### src/rtl/brseq_pkg.sv
package brseq_pkg;

  typedef enum logic [2:0] {
    OP_NONE = 3'd0,
    OP_BREQ = 3'd1,
    OP_BRNE = 3'd2,
    OP_JUMP = 3'd3,
    OP_CALL = 3'd4,
    OP_RET  = 3'd5
  } brOp_e;

  // Strobes from control to datapath for one step
  typedef struct packed {
    logic advance;   // a step happens this cycle
    logic redirect;  // leave the delay slot for the pending target
    logic latchTgt;  // capture a target, next step is a delay slot
    logic useRet;    // target comes from the top of the return stack
    logic push;      // save the return address
    logic pop;       // drop the newest return address
  } pcStrobe_t;

endpackage

### src/rtl/brseq_ctrl.sv
module brseq_ctrl
  import brseq_pkg::*;
#(
  parameter int DATA_W = 32,
  parameter int IMM_W  = 5
) (
  input  logic              clk,
  input  logic              rstN,
  input  logic              stepEn,
  input  logic [2:0]        opCode,
  input  logic              bitForm,
  input  logic [IMM_W-1:0]  immSel,
  input  logic [DATA_W-1:0] srcVal,
  input  logic              stackFull,
  input  logic              stackEmpty,
  output pcStrobe_t         strb,
  output logic              inSlot,
  output logic              stackErr
);

  brOp_e op;
  logic  bitHit;
  logic  immHit;
  logic  condHit;
  logic  taken;
  logic  ctlStep;
  logic  badStack;

  always_comb begin
    op      = brOp_e'(opCode);
    bitHit  = srcVal[immSel];
    immHit  = (srcVal == DATA_W'(immSel));
    condHit = bitForm ? bitHit : immHit;
    unique case (op)
      OP_BREQ: taken = condHit;
      OP_BRNE: taken = !condHit;
      OP_JUMP: taken = 1'b1;
      OP_CALL: taken = 1'b1;
      OP_RET:  taken = !stackEmpty;
      default: taken = 1'b0;
    endcase
  end

  // Control opcodes count only outside a delay slot
  assign ctlStep  = stepEn && !inSlot;
  assign badStack = ((op == OP_CALL) && stackFull) || ((op == OP_RET) && stackEmpty);

  always_comb begin
    strb.advance  = stepEn;
    strb.redirect = stepEn && inSlot;
    strb.latchTgt = ctlStep && taken;
    strb.useRet   = (op == OP_RET);
    strb.push     = ctlStep && (op == OP_CALL) && !stackFull;
    strb.pop      = ctlStep && (op == OP_RET) && !stackEmpty;
  end

  always_ff @(posedge clk) begin
    if (!rstN) begin
      inSlot   <= 1'b0;
      stackErr <= 1'b0;
    end else begin
      if (stepEn) inSlot <= strb.latchTgt;
      if (ctlStep && badStack) stackErr <= 1'b1;
    end
  end

endmodule

### src/rtl/brseq_datapath.sv
module brseq_datapath
  import brseq_pkg::*;
#(
  parameter int PC_W     = 16,
  parameter int OFF_W    = 16,
  parameter int DEPTH    = 4,
  parameter logic [PC_W-1:0] RESET_PC = '0,
  localparam int PTR_W   = $clog2(DEPTH + 1),
  localparam int IDX_W   = (DEPTH > 1) ? $clog2(DEPTH) : 1
) (
  input  logic             clk,
  input  logic             rstN,
  input  pcStrobe_t        strb,
  input  logic [OFF_W-1:0] relOff,
  output logic [PC_W-1:0]  pc,
  output logic [PTR_W-1:0] stackDepth,
  output logic             stackFull,
  output logic             stackEmpty
);

  logic [PC_W-1:0]  pcReg;
  logic [PC_W-1:0]  tgtReg;
  logic [PTR_W-1:0] spReg;
  logic [PC_W-1:0]  retStack [DEPTH];
  logic [PC_W-1:0]  relTgt;
  logic [PC_W-1:0]  retAddr;
  logic [PC_W-1:0]  topVal;
  logic [PTR_W-1:0] topPtr;

  assign relTgt     = pcReg + PC_W'($signed(relOff));
  assign retAddr    = pcReg + PC_W'(2);
  assign topPtr     = spReg - PTR_W'(1);
  assign topVal     = retStack[IDX_W'(topPtr)];
  assign stackFull  = (spReg == PTR_W'(DEPTH));
  assign stackEmpty = (spReg == '0);

  always_ff @(posedge clk) begin
    if (!rstN) begin
      pcReg  <= RESET_PC;
      tgtReg <= RESET_PC;
    end else if (strb.advance) begin
      pcReg <= strb.redirect ? tgtReg : pcReg + PC_W'(1);
      if (strb.latchTgt) tgtReg <= strb.useRet ? topVal : relTgt;
    end
  end

  always_ff @(posedge clk) begin
    if (!rstN) spReg <= '0;
    else if (strb.push) spReg <= spReg + PTR_W'(1);
    else if (strb.pop) spReg <= topPtr;
  end

  // One register per stack entry, written when the pointer selects it
  for (genvar g = 0; g < DEPTH; g++) begin : g_entry
    always_ff @(posedge clk) begin
      if (!rstN) retStack[g] <= '0;
      else if (strb.push && (spReg == PTR_W'(g))) retStack[g] <= retAddr;
    end
  end

  assign pc         = pcReg;
  assign stackDepth = spReg;

endmodule

### src/rtl/brseq_top.sv
module brseq_top
  import brseq_pkg::*;
#(
  parameter int PC_W   = 16,
  parameter int OFF_W  = 16,
  parameter int DATA_W = 32,
  parameter int IMM_W  = 5,
  parameter int DEPTH  = 4,
  localparam int PTR_W = $clog2(DEPTH + 1)
) (
  input  logic              clk,
  input  logic              rstN,
  input  logic              stepEn,
  input  logic [2:0]        opCode,
  input  logic              bitForm,
  input  logic [IMM_W-1:0]  immSel,
  input  logic [OFF_W-1:0]  relOff,
  input  logic [DATA_W-1:0] srcVal,
  output logic [PC_W-1:0]   pc,
  output logic              inDelaySlot,
  output logic [PTR_W-1:0]  stackDepth,
  output logic              stackErr
);

  pcStrobe_t strb;
  logic      stackFull;
  logic      stackEmpty;

  brseq_ctrl #(.DATA_W(DATA_W), .IMM_W(IMM_W)) ctrl_i (
    .clk        (clk),
    .rstN       (rstN),
    .stepEn     (stepEn),
    .opCode     (opCode),
    .bitForm    (bitForm),
    .immSel     (immSel),
    .srcVal     (srcVal),
    .stackFull  (stackFull),
    .stackEmpty (stackEmpty),
    .strb       (strb),
    .inSlot     (inDelaySlot),
    .stackErr   (stackErr)
  );

  brseq_datapath #(.PC_W(PC_W), .OFF_W(OFF_W), .DEPTH(DEPTH)) dp_i (
    .clk        (clk),
    .rstN       (rstN),
    .strb       (strb),
    .relOff     (relOff),
    .pc         (pc),
    .stackDepth (stackDepth),
    .stackFull  (stackFull),
    .stackEmpty (stackEmpty)
  );

endmodule

### config.mk
export PLATFORM = sky130hd
export DESIGN_NAME = brseq_top
export DESIGN_NICKNAME = d
export VERILOG_FILES = /design/src/rtl/brseq_pkg.sv /design/src/rtl/brseq_ctrl.sv /design/src/rtl/brseq_datapath.sv /design/src/rtl/brseq_top.sv
export SDC_FILE = /design/constraint.sdc
export NUM_CORES = 1
export LEC_CHECK = 0
export CORE_UTILIZATION = 61
export DETAILED_ROUTE_END_ITERATION = 8
export DONT_BUFFER_PORTS = 1
export GPL_ROUTABILITY_DRIVEN = 0
export HOLD_SLACK_MARGIN = 0.03
export PLACE_DENSITY = 0.77
export SETUP_SLACK_MARGIN = 0.2
export SLEW_MARGIN = 10
export SYNTH_ARGS = -nofsm -noshare
export SYNTH_HDL_FRONTEND = slang
export SYNTH_SLANG_ARGS = --single-unit
### constraint.sdc
create_clock -name clk -period 4.9 [get_ports clk]
set_input_delay 1.225 -clock clk [delete_from_list [all_inputs] [get_ports clk]]
set_output_delay 1.225 -clock clk [all_outputs]
set_load 0.03 [all_outputs]
==> results.toml, run 1 <==
[run_status]
status = "finished clean"

[floorplanning]
core_area_um2 = 9680
pin_count = 81
initial_core_util = 0.626
row_count = 36
die_x_um = 102
dieArea_um2 = 10300
fp.dieH_um = 102

[global_routing]
grt_overflow = 0
busiest_layer = "met2"
grt_max_degree = 62
grt_usage = 0.269
grt_pass1_vias = 4209
antenna_found_initial = 0
use_met3 = 0.0524
grt_util_met2 = 0.451
gr-usage-met1 = 0.350
grt_pass1_wl_um = 20900

[sta]
hold_ws_ns = 0.468
hold_viol_final = 0
clock_skew_ns = 0.0136
max_freq_ghz = 0.318
finalSetupViolations = 0
post-route-period-util = 0.642
slew_headroom = 0.447
period_minus_slack_ns = 3.14
totalNegativeSetupSlack_ns = 0
rsz0062_at_grt = "no"
finalMaxSlewViolations = 0
tightest_slew_ns = 0.829

[run]
cap_violations = 0

[power_and_ir_drop]
cellPowerDensity_nw_per_um2 = 273
ir_drop_mv = 0.127
p_leak_uw = 0.00231

[worst_setup_path]
cp_max_fo = 11
cp_slowest_stage_delay_ns = 0.79
slowest_stage = "dfxtp_1"
crit_chain = "ha_1 -> inv_1 -> fa_1 -> nor2b_1 -> o31a_1 -> o211ai_1 -> a21bo_2 -> a21oi_1 -> mux2_2 -> o21ai_0 -> mux2i_1"
cp_data_required_time_ns = 5.16
critPathArrivalTime_ns = 3.41
criticalPathCategory = "reg -> reg"
start_kind = "flip-flop"
end_kind = "flip-flop"

[cells_and_area]
fillers = 743
syn2layout_area_growth_pct = 3.49
layout-drive-gt1-share = 0.0821
nets = 676
fin_util = 0.648
diodes = 0

[yosys]
ys.warnings.count = 0
syn_area_per_cell_um2 = 9.85
synth-seq-cells = 101
seq_area_frac_synth = 0.439
synth_cell_types = 56
synth.most_common_cell = "nor2_1"
synth_nets = 699
synth_ff_type = "edfxtp_1"
yosysTopAreaCell = "edfxtp_1"
synth_top_area_share = 0.317
synth_area_leaders = "edfxtp_1, dfxtp_1, mux4_2, nor2_1, nand2_1"
syn_inst = 615
yosys-top-cells-count = "nor2_1, nand2_1, edfxtp_1"
synth_enable_flop_cells = 64
ys_async_sr_fraction = 0
synth_area_um2 = 6060

[min_path]
hp-class = "reg -> reg"

[detailed_routing]
vias_per_cell = 6.22
drtAntennaViolNets = 0
num_vias = 4537
first_iter_violations = 295
drc = 0
drtPass1Iterations = 5
wl_um = 13400
routedWlPerCell_um = 18.4

[place]
placement.io_buffers = 0
hpwl_um = 9490

[clocking]
post-cts-setup-buffers = 0
cts_hold_buf = 0
cts_tree = "built"
clockBufferDepth = 2
htree_levels = 3
cts_buffers = 9
path_clk_slew_ns = 0.11
cts_resized = 0
cts_root_buffer = "clkbuf_8"
numClockSinks = 101
clock_latency_ns = 0.37
[routing by layer]
layer	part of all wire	vias to the layer above
met5	0	-
met4	0.011	0
met3	0.079	14
met2	0.49	177
met1	0.42	2177
li1	-	2169
[area by class of cell]
class | count | area (µm²) | share of cell area
Tap cell | 133 | 166 | 0.0265
Timing Repair Buffer | 6 | 45.0 | 0.00718
Multi-Input combinational cell | 460 | 3160 | 0.504
Inverter | 14 | 52.6 | 0.00838
Clock inverter | 6 | 56.3 | 0.00898
Sequential cell | 101 | 2660 | 0.424
Clock buffer | 10 | 128 | 0.0203
[where the power goes]
| group | leakage, µW | internal [µW] | switching [µW] |
|---|---|---|---|
| Sequential | 0.000963 | 937 | 37.5 |
| Combinational | 0.00126 | 104 | 127 |
| Clock | 0.0000905 | 195 | 311 |
| Total | 0.00231 | 1240 | 475 |
[path summary, 6_finish.rpt]
path / slack (ns) / depth (start not counted) / startpoint / end
max: 1.76 / 11 / dp_i.pc[0] / dp_i.tgtReg[10]
min: 0.47 / 2 / dp_i.tgtReg[4] / dp_i.tgtReg[4]
max reg2reg: 1.76 / 11 / dp_i.pc[0] / dp_i.tgtReg[10]
min reg2reg: 0.47 / 2 / dp_i.tgtReg[4] / dp_i.tgtReg[4]
[cell usage in the layout, fill, tap and decap left out, drive strengths merged, types with 4 or more instances in the layout]
cell,n
nor4,9
o21ai,35
nand2,77
mux4,21
xor2,14
nor2b,14
and3,10
nand3,21
dfxtp,37
a21oi,23
inv,16
nand2b,5
o31ai,6
nor2,87
a22oi,5
xnor2,14
buf,6
nand4,5
nor3,7
edfxtp,64
or3,4
mux2i,27
a211oi,5
ha,23
clkbuf,10
[worst max-delay path, delay by kind of cell, from the launching register on]
| family | cells | cell delay (ns) |
|---|---|---|
| mux | 2 | 0.43 |
| compound gates | 5 | 0.82 |
| simple gates | 1 | 0.16 |
| fa+ha+maj | 2 | 0.78 |
| flops | 1 | 0.79 |
| buf+inv | 1 | 0.08 |
[sequential cells by signal, indices dropped and copies added (netlist names)]
name             cells
dp_i.tgtReg         16
dp_i.retStack       64
dp_i.pc             16
ctrl_i.stackErr      1
ctrl_i.inSlot        1
dp_i.stackDepth      3
[per-stage QoR]
step	power, µW	setup slack, ns	cells	cell area (µm²)
2_1_floorplan	1190	1.61	615	6060
3_3_place_gp	1220	1.50	714	6090
3_5_place_dp	1220	1.40	714	6090
4_1_cts	1710	1.75	730	6270
5_1_grt	1770	1.44	730	6270
6_report	1710	1.76	730	6270
[cell families (layout without fill, tap and decap cells)]
kind of cell | count (synthesis) | in the layout | share of synthesized area
AND/OR/NAND/NOR | 252 | 252 | 0.191
adder cells (fa/ha/maj) | 24 | 24 | 0.0508
XOR/XNOR | 28 | 28 | 0.0405
flip-flops | 101 | 101 | 0.439
AO/OA/AOI/OAI | 107 | 107 | 0.113
multiplexers | 49 | 49 | 0.124
buffers and inverters | 54 | 36 | 0.0413
(Power assumes the default switching activity.)
==> run 2: changes to the inputs <==
--- a/config.mk
+++ b/config.mk
@@ -5,12 +5,12 @@
 export SDC_FILE = /design/constraint.sdc
 export NUM_CORES = 1
 export LEC_CHECK = 0
-export CORE_UTILIZATION = 61
+export CORE_UTILIZATION = 58
 export DETAILED_ROUTE_END_ITERATION = 8
 export DONT_BUFFER_PORTS = 1
 export GPL_ROUTABILITY_DRIVEN = 0
 export HOLD_SLACK_MARGIN = 0.03
-export PLACE_DENSITY = 0.77
+export PLACE_DENSITY = 0.76
 export SETUP_SLACK_MARGIN = 0.2
 export SLEW_MARGIN = 10
 export SYNTH_ARGS = -nofsm -noshare
==> constraint.sdc (replaced) <==
create_clock -name clk -period 2.8 [get_ports clk]
set_input_delay 0.7 -clock clk [delete_from_list [all_inputs] [get_ports clk]]
set_output_delay 0.7 -clock clk [all_outputs]
set_load 0.03 [all_outputs]
==> run 2 against run 1 <==
Effect of this change:
- sequential power is 72% higher
- highest routed layer unchanged
- critical path type unchanged
- sequential cell count stayed put
- largest power group unchanged
- die area is 5.1% higher
- clock skew is 0.0052 ns lower
==> results.toml, run 2 (same netlist as run 1, synthesis figures left out) <==
[power_and_ir_drop]
ir_drop_mv = 0.236
cellPowerDensity_nw_per_um2 = 461
p_leak_uw = 0.00250
power.total_uw = 3030

[global_routing]
grt_pass1_wl_um = 23300
grt_usage = 0.275
grt_pass1_vias = 4703
antenna_found_initial = 0
grt_max_degree = 62
grt_overflow = 0

[sta]
fin_ws_ns = 0.351
max_freq_ghz = 0.408
post-route-period-util = 0.875
finalMaxSlewViolations = 0
finalSetupViolations = 0
clock_skew_ns = 0.00843
totalNegativeSetupSlack_ns = 0
slew_headroom = 0.638
hold_ws_ns = 0.398
rsz0062_at_grt = "no"
period_minus_slack_ns = 2.45
hold_viol_final = 0
tightest_slew_ns = 0.542

[worst_setup_path]
end_kind = "flip-flop"
start_kind = "flip-flop"
critPathArrivalTime_ns = 2.71
cp_max_fo = 3
cp_data_required_time_ns = 3.06
criticalPathCategory = "reg -> reg"

[cells_and_area]
final_cell_mix = "nor2_1, nand2_1, edfxtp_1"
layout_commonest_cell = "nor2_1"
diodes = 0
layout-drive-gt1-share = 0.145
regMostFlops = "dp_i.retStack"
syn2layout_area_growth_pct = 8.42
nets = 712
largest_register_ffs = 64

[detailed_routing]
vias_per_cell = 6.20
routedWlPerCell_um = 18.8
drtPass1Iterations = 5
drc = 0
first_iter_violations = 339
wl_um = 14400
drtAntennaViolNets = 0
num_vias = 4746

[floorplanning]
core_area_um2 = 9950
initial_core_util = 0.609
pin_count = 81
fp.dieH_um = 104
die_x_um = 104
dieArea_um2 = 10900
row_count = 36

[run]
cap_violations = 0

[clocking]
htree_levels = 3
clock_latency_ns = 0.37
clockBufferDepth = 2
post-cts-setup-buffers = 0
cts_root_buffer = "clkbuf_8"
cts_tree = "built"
path_clk_slew_ns = 0.10
cts_buffers = 9
numClockSinks = 101
cts_hold_buf = 0
cts_resized = 0

[place]
pre_cts_ws_ns = 0.0150
hpwl_um = 10400
placement.io_buffers = 0

[run_status]
status = "finished clean"

[min_path]
hp-class = "in -> reg"
==> run 2: final timing paths <==
path              slack (ns)            from              end  cells after the start
setup / recovery        0.35      dp_i.pc[0]  dp_i.tgtReg[10]                     11
hold / removal          0.40          stepEn       dp_i.pc[0]                      1
setup reg to reg        0.35      dp_i.pc[0]  dp_i.tgtReg[10]                     11
hold reg to reg         0.47  dp_i.tgtReg[5]   dp_i.tgtReg[5]                      2
==> run 2: worst max-delay path, stage by stage, from the launching register on <==
cell and delay [ns]:
dfxtp_1 0.35, ha_1 0.17, inv_1 0.06, fa_2 0.36, nor2b_2 0.14, o31a_1 0.20, o211ai_1 0.12, a21bo_2 0.22
a21oi_1 0.13, mux2_2 0.34, o21ai_0 0.16, mux2i_1 0.09
==> run 2: final cells by class <==
type | instances | area, µm²
Clock buffer | 9 | 124
Clock inverter | 7 | 55.1
Fill cell | 767 | 3380
Inverter | 14 | 52.6
Multi-Input combinational cell | 460 | 3180
Sequential cell | 101 | 2670
Tap cell | 133 | 166
Timing Repair Buffer | 42 | 328
==> run 2: where the power goes <==
| part | leakage, µW | total (µW) | internal (µW) | switching, µW |
|---|---|---|---|---|
| clock | 0.0000939 | 874 | 336 | 537 |
| sequential | 0.000964 | 1680 | 1640 | 35.9 |
| combinational | 0.00144 | 478 | 213 | 264 |
==> run 2: stage by stage <==
stage	util	cells	cell area, µm²
2_1_floorplan	-	615	6110
3_3_place_gp	0.642	750	6390
3_5_place_dp	0.642	750	6390
4_1_cts	0.660	766	6570
5_1_grt	0.660	766	6570
6_report	0.660	766	6570
==> run 2: layer usage <==
metal,global-route usage,wire length [µm],up-vias
met5,0,0,-
met4,0.109,261,0
met3,0.0432,1200,21
met2,0.452,6940,207
met1,0.364,6000,2274
li1,-,-,2244
